$ cat config.mk
export PLATFORM = sky130hd
export DESIGN_NAME = mgmt_frame_master
export DESIGN_NICKNAME = d
export VERILOG_FILES = /design/src/rtl/mgmt_pkg.sv /design/src/rtl/mgmt_mdc_gen.sv /design/src/rtl/mgmt_frame_seq.sv /design/src/rtl/mgmt_frame_master.sv
export SDC_FILE = /design/constraint.sdc
export NUM_CORES = 1
export LEC_CHECK = 0
export ABC_CLOCK_PERIOD_IN_PS = 3500
export BUFFER_PORTS_ARGS = -buffer_cell sky130_fd_sc_hd__buf_2
export CAP_MARGIN = 10
export CORE_MARGIN = 3
export CORE_UTILIZATION = 47
export CTS_CLUSTER_DIAMETER = 80
export DETAILED_ROUTE_END_ITERATION = 8
export MAX_ROUTING_LAYER = met4
export PLACE_DENSITY = 0.68
export SYNTH_ARGS = -nofsm -noshare
export SYNTH_HDL_FRONTEND = slang
export SYNTH_SLANG_ARGS = --single-unit
$ cat constraint.sdc
create_clock -name clk -period 3.5 [get_ports clk]
set_clock_uncertainty 0.05 [all_clocks]
set_input_delay 0.525 -clock clk [delete_from_list [all_inputs] [get_ports clk]]
set_output_delay 0.525 -clock clk [all_outputs]
set_load 0.05 [all_outputs]
$ cat src/rtl/mgmt_pkg.sv
`timescale 1ns/1ps
package mgmt_pkg;
    // Sequencer states, in frame order.
    typedef enum logic [2:0] {
        ST_IDLE,
        ST_PRE,
        ST_HDR,
        ST_TA,
        ST_DATA,
        ST_GAP
    } frame_state_t;

    localparam int ADDR_W = 5;
    localparam int DATA_W = 16;
    localparam int HDR_W  = 4 + 2 * ADDR_W;   // start + opcode + two addresses

    localparam logic [1:0] START_CODE = 2'b01;
    localparam logic [1:0] OP_READ    = 2'b10;
    localparam logic [1:0] OP_WRITE   = 2'b01;
endpackage

$ cat src/rtl/mgmt_mdc_gen.sv
`timescale 1ns/1ps
module mgmt_mdc_gen #(
    parameter int DIV_W     = 8,
    parameter int MIN_HALF  = 40,
    parameter int DRIVE_DLY = 2
) (
    input  logic             clk,
    input  logic             rst_n,
    input  logic             run,
    input  logic [DIV_W-1:0] half_req,
    output logic             mdc,
    output logic             rise_en,
    output logic             fall_en,
    output logic             drive_en
);
    localparam logic [DIV_W-1:0] MIN_H   = DIV_W'(MIN_HALF);
    localparam logic [DIV_W-1:0] DRV_AT  = DIV_W'(DRIVE_DLY);
    localparam logic [DIV_W:0]   SEG_MIN = (DIV_W+1)'(MIN_HALF - 1);

    logic [DIV_W-1:0] half_eff;
    logic [DIV_W-1:0] cnt_q;
    logic             mdc_q;
    logic             last_q;

    // Enforce the minimum phase width regardless of the request.
    assign half_eff = (half_req < MIN_H) ? MIN_H : half_req;
    assign last_q   = (cnt_q == half_eff - 1'b1);

    always_ff @(posedge clk or negedge rst_n) begin
        if (!rst_n) begin
            cnt_q <= '0;
            mdc_q <= 1'b0;
        end else if (!run) begin
            cnt_q <= '0;
            mdc_q <= 1'b0;
        end else if (last_q) begin
            cnt_q <= '0;
            mdc_q <= ~mdc_q;
        end else begin
            cnt_q <= cnt_q + 1'b1;
        end
    end

    assign mdc      = mdc_q;
    assign rise_en  = run && !mdc_q && last_q;
    assign fall_en  = run &&  mdc_q && last_q;
    assign drive_en = run && !mdc_q && (cnt_q == DRV_AT);

    // Phase-length monitor guarding the minimum MDC width.
    logic [DIV_W:0] seg_len_q;
    always_ff @(posedge clk or negedge rst_n) begin
        if (!rst_n)
            seg_len_q <= '0;
        else if (mdc_q != (run && last_q ? ~mdc_q : mdc_q))
            seg_len_q <= '0;
        else if (seg_len_q != {(DIV_W+1){1'b1}})
            seg_len_q <= seg_len_q + 1'b1;
    end

    assert_mdc_width_R3: assert property (@(posedge clk) disable iff (!rst_n)
        (mdc_q != $past(mdc_q)) |-> ($past(seg_len_q) >= SEG_MIN));
endmodule

$ cat src/rtl/mgmt_frame_seq.sv
`timescale 1ns/1ps
module mgmt_frame_seq
    import mgmt_pkg::*;
#(
    parameter int DIV_W   = 8,
    parameter int PRE_LEN = 32
) (
    input  logic                  clk,
    input  logic                  rst_n,
    input  logic                  cmd_valid,
    output logic                  cmd_ready,
    input  logic                  cmd_read,
    input  logic [ADDR_W-1:0]     cmd_phy,
    input  logic [ADDR_W-1:0]     cmd_reg,
    input  logic [DATA_W-1:0]     cmd_wdata,
    input  logic                  cmd_preamble,
    input  logic [DIV_W-1:0]      mdc_half,
    input  logic                  rise_en,
    input  logic                  fall_en,
    input  logic                  drive_en,
    output logic                  run,
    output logic [DIV_W-1:0]      half_q,
    output logic                  mdio_o,
    output logic                  mdio_oe,
    input  logic                  mdio_i,
    output logic                  done,
    output logic [DATA_W-1:0]     rdata,
    output logic                  no_resp
);
    localparam int BITS_W   = $clog2(PRE_LEN);
    localparam int HDR_IDX  = $clog2(HDR_W);
    localparam int DATA_IDX = $clog2(DATA_W);

    frame_state_t         state_q, next_state;
    logic [BITS_W-1:0]    bits_q, load_bits;
    logic                 rd_q;
    logic [HDR_W-1:0]     hdr_q;
    logic [DATA_W-1:0]    wdata_q;
    logic                 accept;

    assign accept    = (state_q == ST_IDLE) && cmd_valid;
    assign cmd_ready = (state_q == ST_IDLE);
    assign run       = (state_q != ST_IDLE);

    always_comb begin
        next_state = state_q;
        unique case (state_q)
            ST_IDLE: if (cmd_valid) next_state = cmd_preamble ? ST_PRE : ST_HDR;
            ST_PRE:  if (rise_en && bits_q == '0) next_state = ST_HDR;
            ST_HDR:  if (rise_en && bits_q == '0) next_state = ST_TA;
            ST_TA:   if (rise_en && bits_q == '0) next_state = ST_DATA;
            ST_DATA: if (rise_en && bits_q == '0) next_state = ST_GAP;
            ST_GAP:  if (fall_en && bits_q == '0) next_state = ST_IDLE;
        endcase
    end

    always_comb begin
        load_bits = '0;
        unique case (next_state)
            ST_IDLE: load_bits = '0;
            ST_PRE:  load_bits = BITS_W'(PRE_LEN - 1);
            ST_HDR:  load_bits = BITS_W'(HDR_W - 1);
            ST_TA:   load_bits = BITS_W'(1);
            ST_DATA: load_bits = BITS_W'(DATA_W - 1);
            ST_GAP:  load_bits = BITS_W'(1);
        endcase
    end

    // State register and per-field bit counter.
    always_ff @(posedge clk or negedge rst_n) begin
        if (!rst_n) begin
            state_q <= ST_IDLE;
            bits_q  <= '0;
        end else begin
            state_q <= next_state;
            if (next_state != state_q)
                bits_q <= load_bits;
            else if (rise_en && bits_q != '0)
                bits_q <= bits_q - 1'b1;
        end
    end

    // Command capture, pad drive and read capture.
    always_ff @(posedge clk or negedge rst_n) begin
        if (!rst_n) begin
            rd_q    <= 1'b0;
            hdr_q   <= '0;
            wdata_q <= '0;
            half_q  <= '0;
            mdio_o  <= 1'b0;
            mdio_oe <= 1'b0;
            done    <= 1'b0;
            rdata   <= '0;
            no_resp <= 1'b0;
        end else begin
            done <= (state_q == ST_GAP) && (next_state == ST_IDLE);
            if (accept) begin
                rd_q    <= cmd_read;
                hdr_q   <= {START_CODE, (cmd_read ? OP_READ : OP_WRITE), cmd_phy, cmd_reg};
                wdata_q <= cmd_wdata;
                half_q  <= mdc_half;
                no_resp <= 1'b0;
            end
            if (drive_en) begin
                unique case (state_q)
                    ST_IDLE: mdio_oe <= 1'b0;
                    ST_PRE: begin
                        mdio_oe <= 1'b1;
                        mdio_o  <= 1'b1;
                    end
                    ST_HDR: begin
                        mdio_oe <= 1'b1;
                        mdio_o  <= hdr_q[bits_q[HDR_IDX-1:0]];
                    end
                    ST_TA: begin
                        mdio_oe <= !rd_q;
                        mdio_o  <= (bits_q == BITS_W'(1));
                    end
                    ST_DATA: begin
                        mdio_oe <= !rd_q;
                        mdio_o  <= wdata_q[bits_q[DATA_IDX-1:0]];
                    end
                    ST_GAP: mdio_oe <= 1'b0;
                endcase
            end
            if (rise_en && rd_q) begin
                if (state_q == ST_TA && bits_q == '0)
                    no_resp <= mdio_i;
                if (state_q == ST_DATA)
                    rdata <= {rdata[DATA_W-2:0], mdio_i};
            end
        end
    end

    assert_idle_release_R1: assert property (@(posedge clk) disable iff (!rst_n)
        (state_q == ST_IDLE) |-> !mdio_oe);

    assert_busy_hold_R2: assert property (@(posedge clk) disable iff (!rst_n)
        (cmd_valid && cmd_ready) |=> !cmd_ready);

    assert_done_pulse_R2: assert property (@(posedge clk) disable iff (!rst_n)
        done |=> !done);

    assert_read_release_R7: assert property (@(posedge clk) disable iff (!rst_n)
        (rise_en && rd_q && (state_q == ST_TA || state_q == ST_DATA)) |-> !mdio_oe);

    assert_write_drive_R6: assert property (@(posedge clk) disable iff (!rst_n)
        (rise_en && !rd_q && state_q != ST_GAP && state_q != ST_IDLE) |-> mdio_oe);
endmodule

$ cat src/rtl/mgmt_frame_master.sv
`timescale 1ns/1ps
module mgmt_frame_master #(
    parameter int DIV_W     = 8,
    parameter int MIN_HALF  = 40,
    parameter int DRIVE_DLY = 2,
    parameter int PRE_LEN   = 32
) (
    input  logic             clk,
    input  logic             rst_n,
    input  logic             cmd_valid,
    output logic             cmd_ready,
    input  logic             cmd_read,
    input  logic [4:0]       cmd_phy,
    input  logic [4:0]       cmd_reg,
    input  logic [15:0]      cmd_wdata,
    input  logic             cmd_preamble,
    input  logic [DIV_W-1:0] mdc_half,
    output logic             mdc,
    output logic             mdio_o,
    output logic             mdio_oe,
    input  logic             mdio_i,
    output logic             done,
    output logic [15:0]      rdata,
    output logic             no_resp
);
    logic             run;
    logic             rise_en, fall_en, drive_en;
    logic [DIV_W-1:0] half_q;

    mgmt_mdc_gen #(
        .DIV_W     (DIV_W),
        .MIN_HALF  (MIN_HALF),
        .DRIVE_DLY (DRIVE_DLY)
    ) u_clk (
        .clk      (clk),
        .rst_n    (rst_n),
        .run      (run),
        .half_req (half_q),
        .mdc      (mdc),
        .rise_en  (rise_en),
        .fall_en  (fall_en),
        .drive_en (drive_en)
    );

    mgmt_frame_seq #(
        .DIV_W   (DIV_W),
        .PRE_LEN (PRE_LEN)
    ) u_seq (
        .clk          (clk),
        .rst_n        (rst_n),
        .cmd_valid    (cmd_valid),
        .cmd_ready    (cmd_ready),
        .cmd_read     (cmd_read),
        .cmd_phy      (cmd_phy),
        .cmd_reg      (cmd_reg),
        .cmd_wdata    (cmd_wdata),
        .cmd_preamble (cmd_preamble),
        .mdc_half     (mdc_half),
        .rise_en      (rise_en),
        .fall_en      (fall_en),
        .drive_en     (drive_en),
        .run          (run),
        .half_q       (half_q),
        .mdio_o       (mdio_o),
        .mdio_oe      (mdio_oe),
        .mdio_i       (mdio_i),
        .done         (done),
        .rdata        (rdata),
        .no_resp      (no_resp)
    );

    // Pad outputs may only move while MDC is low.
    assert_change_low_R9: assert property (@(posedge clk) disable iff (!rst_n)
        ((mdio_oe != $past(mdio_oe)) || (mdio_o != $past(mdio_o))) |-> !mdc);
endmodule

==> impl_metrics.env <==
export IMPL_antenna_left=0
export IMPL_finish_instance_area_um2=4670
export IMPL_io_buffer_count=61
export IMPL_synth_warnings=0
export IMPL_timing_worst_slew_pin_value_ns=0.590
export IMPL_postPlaceCellArea_um2=4410
export IMPL_die_x_um=99.1
export IMPL_cts_num_sinks=74
export IMPL_arrival_ns=3.47
export IMPL_cts_buffers_inserted=9
export IMPL_outcome="completed"
export IMPL_antennaDiodeCount=0
export IMPL_setup_viol=0
export IMPL_final_layout_size_suffix_gt1_frac=0.275
export IMPL_synth_top_cells_by_count="124 x nand2_1, 74 x dfrtp_1, 23 x nor2_1"
export IMPL_synthesized_cell_area_um2=4070
export IMPL_clk_pin_slew_worst_paths_ns=0.08
export IMPL_total_wire_length_after_detailed_routing_mm=8.54
export IMPL_critical_path_peak_fanout=7
export IMPL_pre_cts_ws_ns=0.0978
export IMPL_globalRouteTotalUtil=0.191
export IMPL_multiInputGateArea_um2=2030
export IMPL_routed_via_density=5.33
export IMPL_synthToLayoutAreaGrowth_pct=14.7
export IMPL_critical_path_reg2reg_startpoint="u_seq.half_q[4]"
export IMPL_first_global_vias=3042
export IMPL_leakage_nw=2.41
export IMPL_final_min_clock_period_ns=3.24
export IMPL_max_clock_freq_mhz=309
export IMPL_worstPathCellList="o21ai_2 -> nand2_1 -> nand2_1 -> ha_1 -> nor3b_4 -> xnor3_1 -> and4_1 -> or3_4 -> and3_4 -> o211ai_4 -> inv_4 -> nor3_4 -> and3_1"
export IMPL_final_seq_area_um2=1850
export IMPL_setup_crit_start="u_seq.half_q[4]"
export IMPL_fin_util=0.563
export IMPL_pin_count=62
export IMPL_avgSynthCellArea_um2=10.0
export IMPL_num_rows=33
export IMPL_cp_buffers_inverters=1
export IMPL_worst_skew_pair_late_latency_ns=0.34
export IMPL_worstPathRequired_ns=3.73
export IMPL_grt_overflow_total=0
export IMPL_synthMostInstantiatedCell="nand2_1"
export IMPL_detailroute_via_count=3058
export IMPL_post_synth_main_area_contributors="dfrtp_1 45%, nand2_1 11%, mux4_2 5.0%, mux2_4 3.7%, nor2_1 2.1%"
export IMPL_final_min_period_over_clock_period=0.925
export IMPL_worstHoldPathType="in2async"
export IMPL_yosysUniqueCellTypes=67
export IMPL_cts_path_max_buffers=2
export IMPL_critPathCaptureType="register"
export IMPL_yosys_area_top_type="dfrtp_1"
export IMPL_yosysSeqAreaShare=0.455
export IMPL_p_per_cell_area_nw_per_um2=359
export IMPL_final_nets=509
export IMPL_drt_initial_drc_count=96
export IMPL_drt_wirelength_per_cell_um=14.9
export IMPL_grt_max_degree=39
export IMPL_worst_path_max_delay_cell="or3_4"
export IMPL_slew_limit_headroom=0.606
export IMPL_critical_path_max_stage_delay_ns=0.43
export IMPL_post_synth_net_total=451
export IMPL_cts_hold_repair_buffers=0
export IMPL_timing_final_max_slew_violations=0
export IMPL_die_area_um2=9820
export IMPL_global_route_wire_length_before_repair_mm=14.8
export IMPL_worst_hold_slack_ns=0.0495
export IMPL_cts_max_level=3
export IMPL_path_delay_family="simple AND/OR/NAND/NOR gates"
export IMPL_finalWorstSetupSlack_ns=0.262
export IMPL_floorplan_initialDensity=0.491
export IMPL_die_y_um=99.1
export IMPL_power_ir_vdd_worst_mv=0.271
export IMPL_cts_root_buffer_cell="clkbuf_8"
export IMPL_antenna_violations_before_repair=0
export IMPL_cts_tree="done"
export IMPL_drv_max_cap_violation_count=0
export IMPL_ys_async_sr_fraction=1.00
export IMPL_core_area_um2=8300
export IMPL_synth_top_cell_area_share=0.455
export IMPL_synthCells=406
export IMPL_fillCellCount=746
export IMPL_synth_ff_latch_count=74
export IMPL_report_final_hold_viol_count=0
export IMPL_critical_path_startpoint_type="register"
export IMPL_timing_worst_setup_path_type="reg2reg"
export IMPL_cp_common_cell="nand2_1"
export IMPL_synth_edf_count=0
export IMPL_post_route_drc_count=0
export IMPL_place_hpwl_mm=6.05
export IMPL_globalplace_congestion=0.862
export IMPL_dominantRegCellSynth="dfrtp_1"
export IMPL_first_pass_iters=4
## metal layers
layer / routed length, µm / share of wire / track usage
met4: 121 / 0.014 / 0.0567
met5: 0 / 0 / -
met2: 3940 / 0.46 / 0.277
met1: 4110 / 0.48 / 0.272
met3: 369 / 0.043 / 0.0418
## report_power, final
group / switching [mW] / internal [mW] / leakage, nW / total, mW
registers: 0.0147 / 0.860 / 0.992 / 0.875
logic: 0.0391 / 0.0351 / 1.31 / 0.0742
clock network: 0.325 / 0.404 / 0.107 / 0.729
## per-stage QoR
| step | TNS, ns | power (mW) | cells |
|---|---|---|---|
| final | 0 | 1.68 | 574 |
| after global routing | -0.0118 | 1.75 | 574 |
| after CTS | 0 | 1.69 | 572 |
| after detailed placement | 0 | 0.968 | 556 |
| after global placement | 0 | 0.967 | 556 |
| after floorplan | 0 | 0.918 | 406 |
## flip-flops by register name, summed over array words and instances, names as in the netlist
signal and flops:
u_seq.done 1, u_seq.mdio_oe 1, u_seq.wdata_q 16, u_seq.state_q 3, u_seq.hdr_q 13, u_clk.mdc 1, u_clk.cnt_q 8, u_seq.bits_q 5
u_seq.half_q 8, u_seq.rdata 16, u_seq.no_resp 1, u_seq.mdio_o 1
## cells in the final DEF, fill, tap and decap left out, types with 2 or more instances in the layout
cell type    n
a211oi_1     3
a21oi_1      7
a31oi_1      3
and3_1       4
and4_1       2
buf_2       61
buf_4       10
bufinv_16    2
clkbuf_8     9
dfrtp_1     74
ha_1         5
inv_1        8
inv_4        2
mux2_1       6
mux2_2       2
mux2_4      10
mux2i_1      2
mux4_2       9
nand2_1    124
nand2b_1     2
nand3_1      6
nand4_1      7
nor2_1      23
nor2b_1      3
nor3_1       3
o211a_1      2
o21ai_0     13
o2bb2ai_1    2
o31ai_1      5
or2_1        2
or3_1        3
or3_4        2
xnor2_1      9
xor2_1       7
## what timing repair did
action                                  CTS  global route
setup buffers                             0             2
endpoints found under the setup margin    0            22
resized for setup                         0             3
## area by class of cell
class,count,area share
Tap cell,105,0.0281
Timing Repair Buffer,72,0.0857
Multi-Input combinational cell,297,0.434
Clock inverter,6,0.0193
Sequential cell,74,0.396
Inverter,10,0.00911
Clock buffer,10,0.0273
## logic make-up after synthesis
group                    after synthesis  synth area share
AND/OR/NAND/NOR                      196             0.230
flip-flops                            74             0.455
AO/OA/AOI/OAI                         49            0.0913
buffers and inverters                 35            0.0510
multiplexers                          29             0.114
XOR/XNOR                              18            0.0439
adder cells (fa/ha/maj)                5            0.0154
## final timing paths
check | to | slack (ns) | depth (start not counted)
setup reg to reg | u_seq.done | 0.26 | 13
setup / recovery | u_seq.done | 0.26 | 13
hold reg to reg | u_seq.hdr_q[12] | 0.41 | 1
max in group asynchronous | u_seq.hdr_q[11] | 2.56 | 2
min in group clk | u_seq.hdr_q[2] | 0.32 | 3
hold / removal | u_seq.done | 0.05 | 1
No activity file was read; power rests on OpenSTA's default activity.
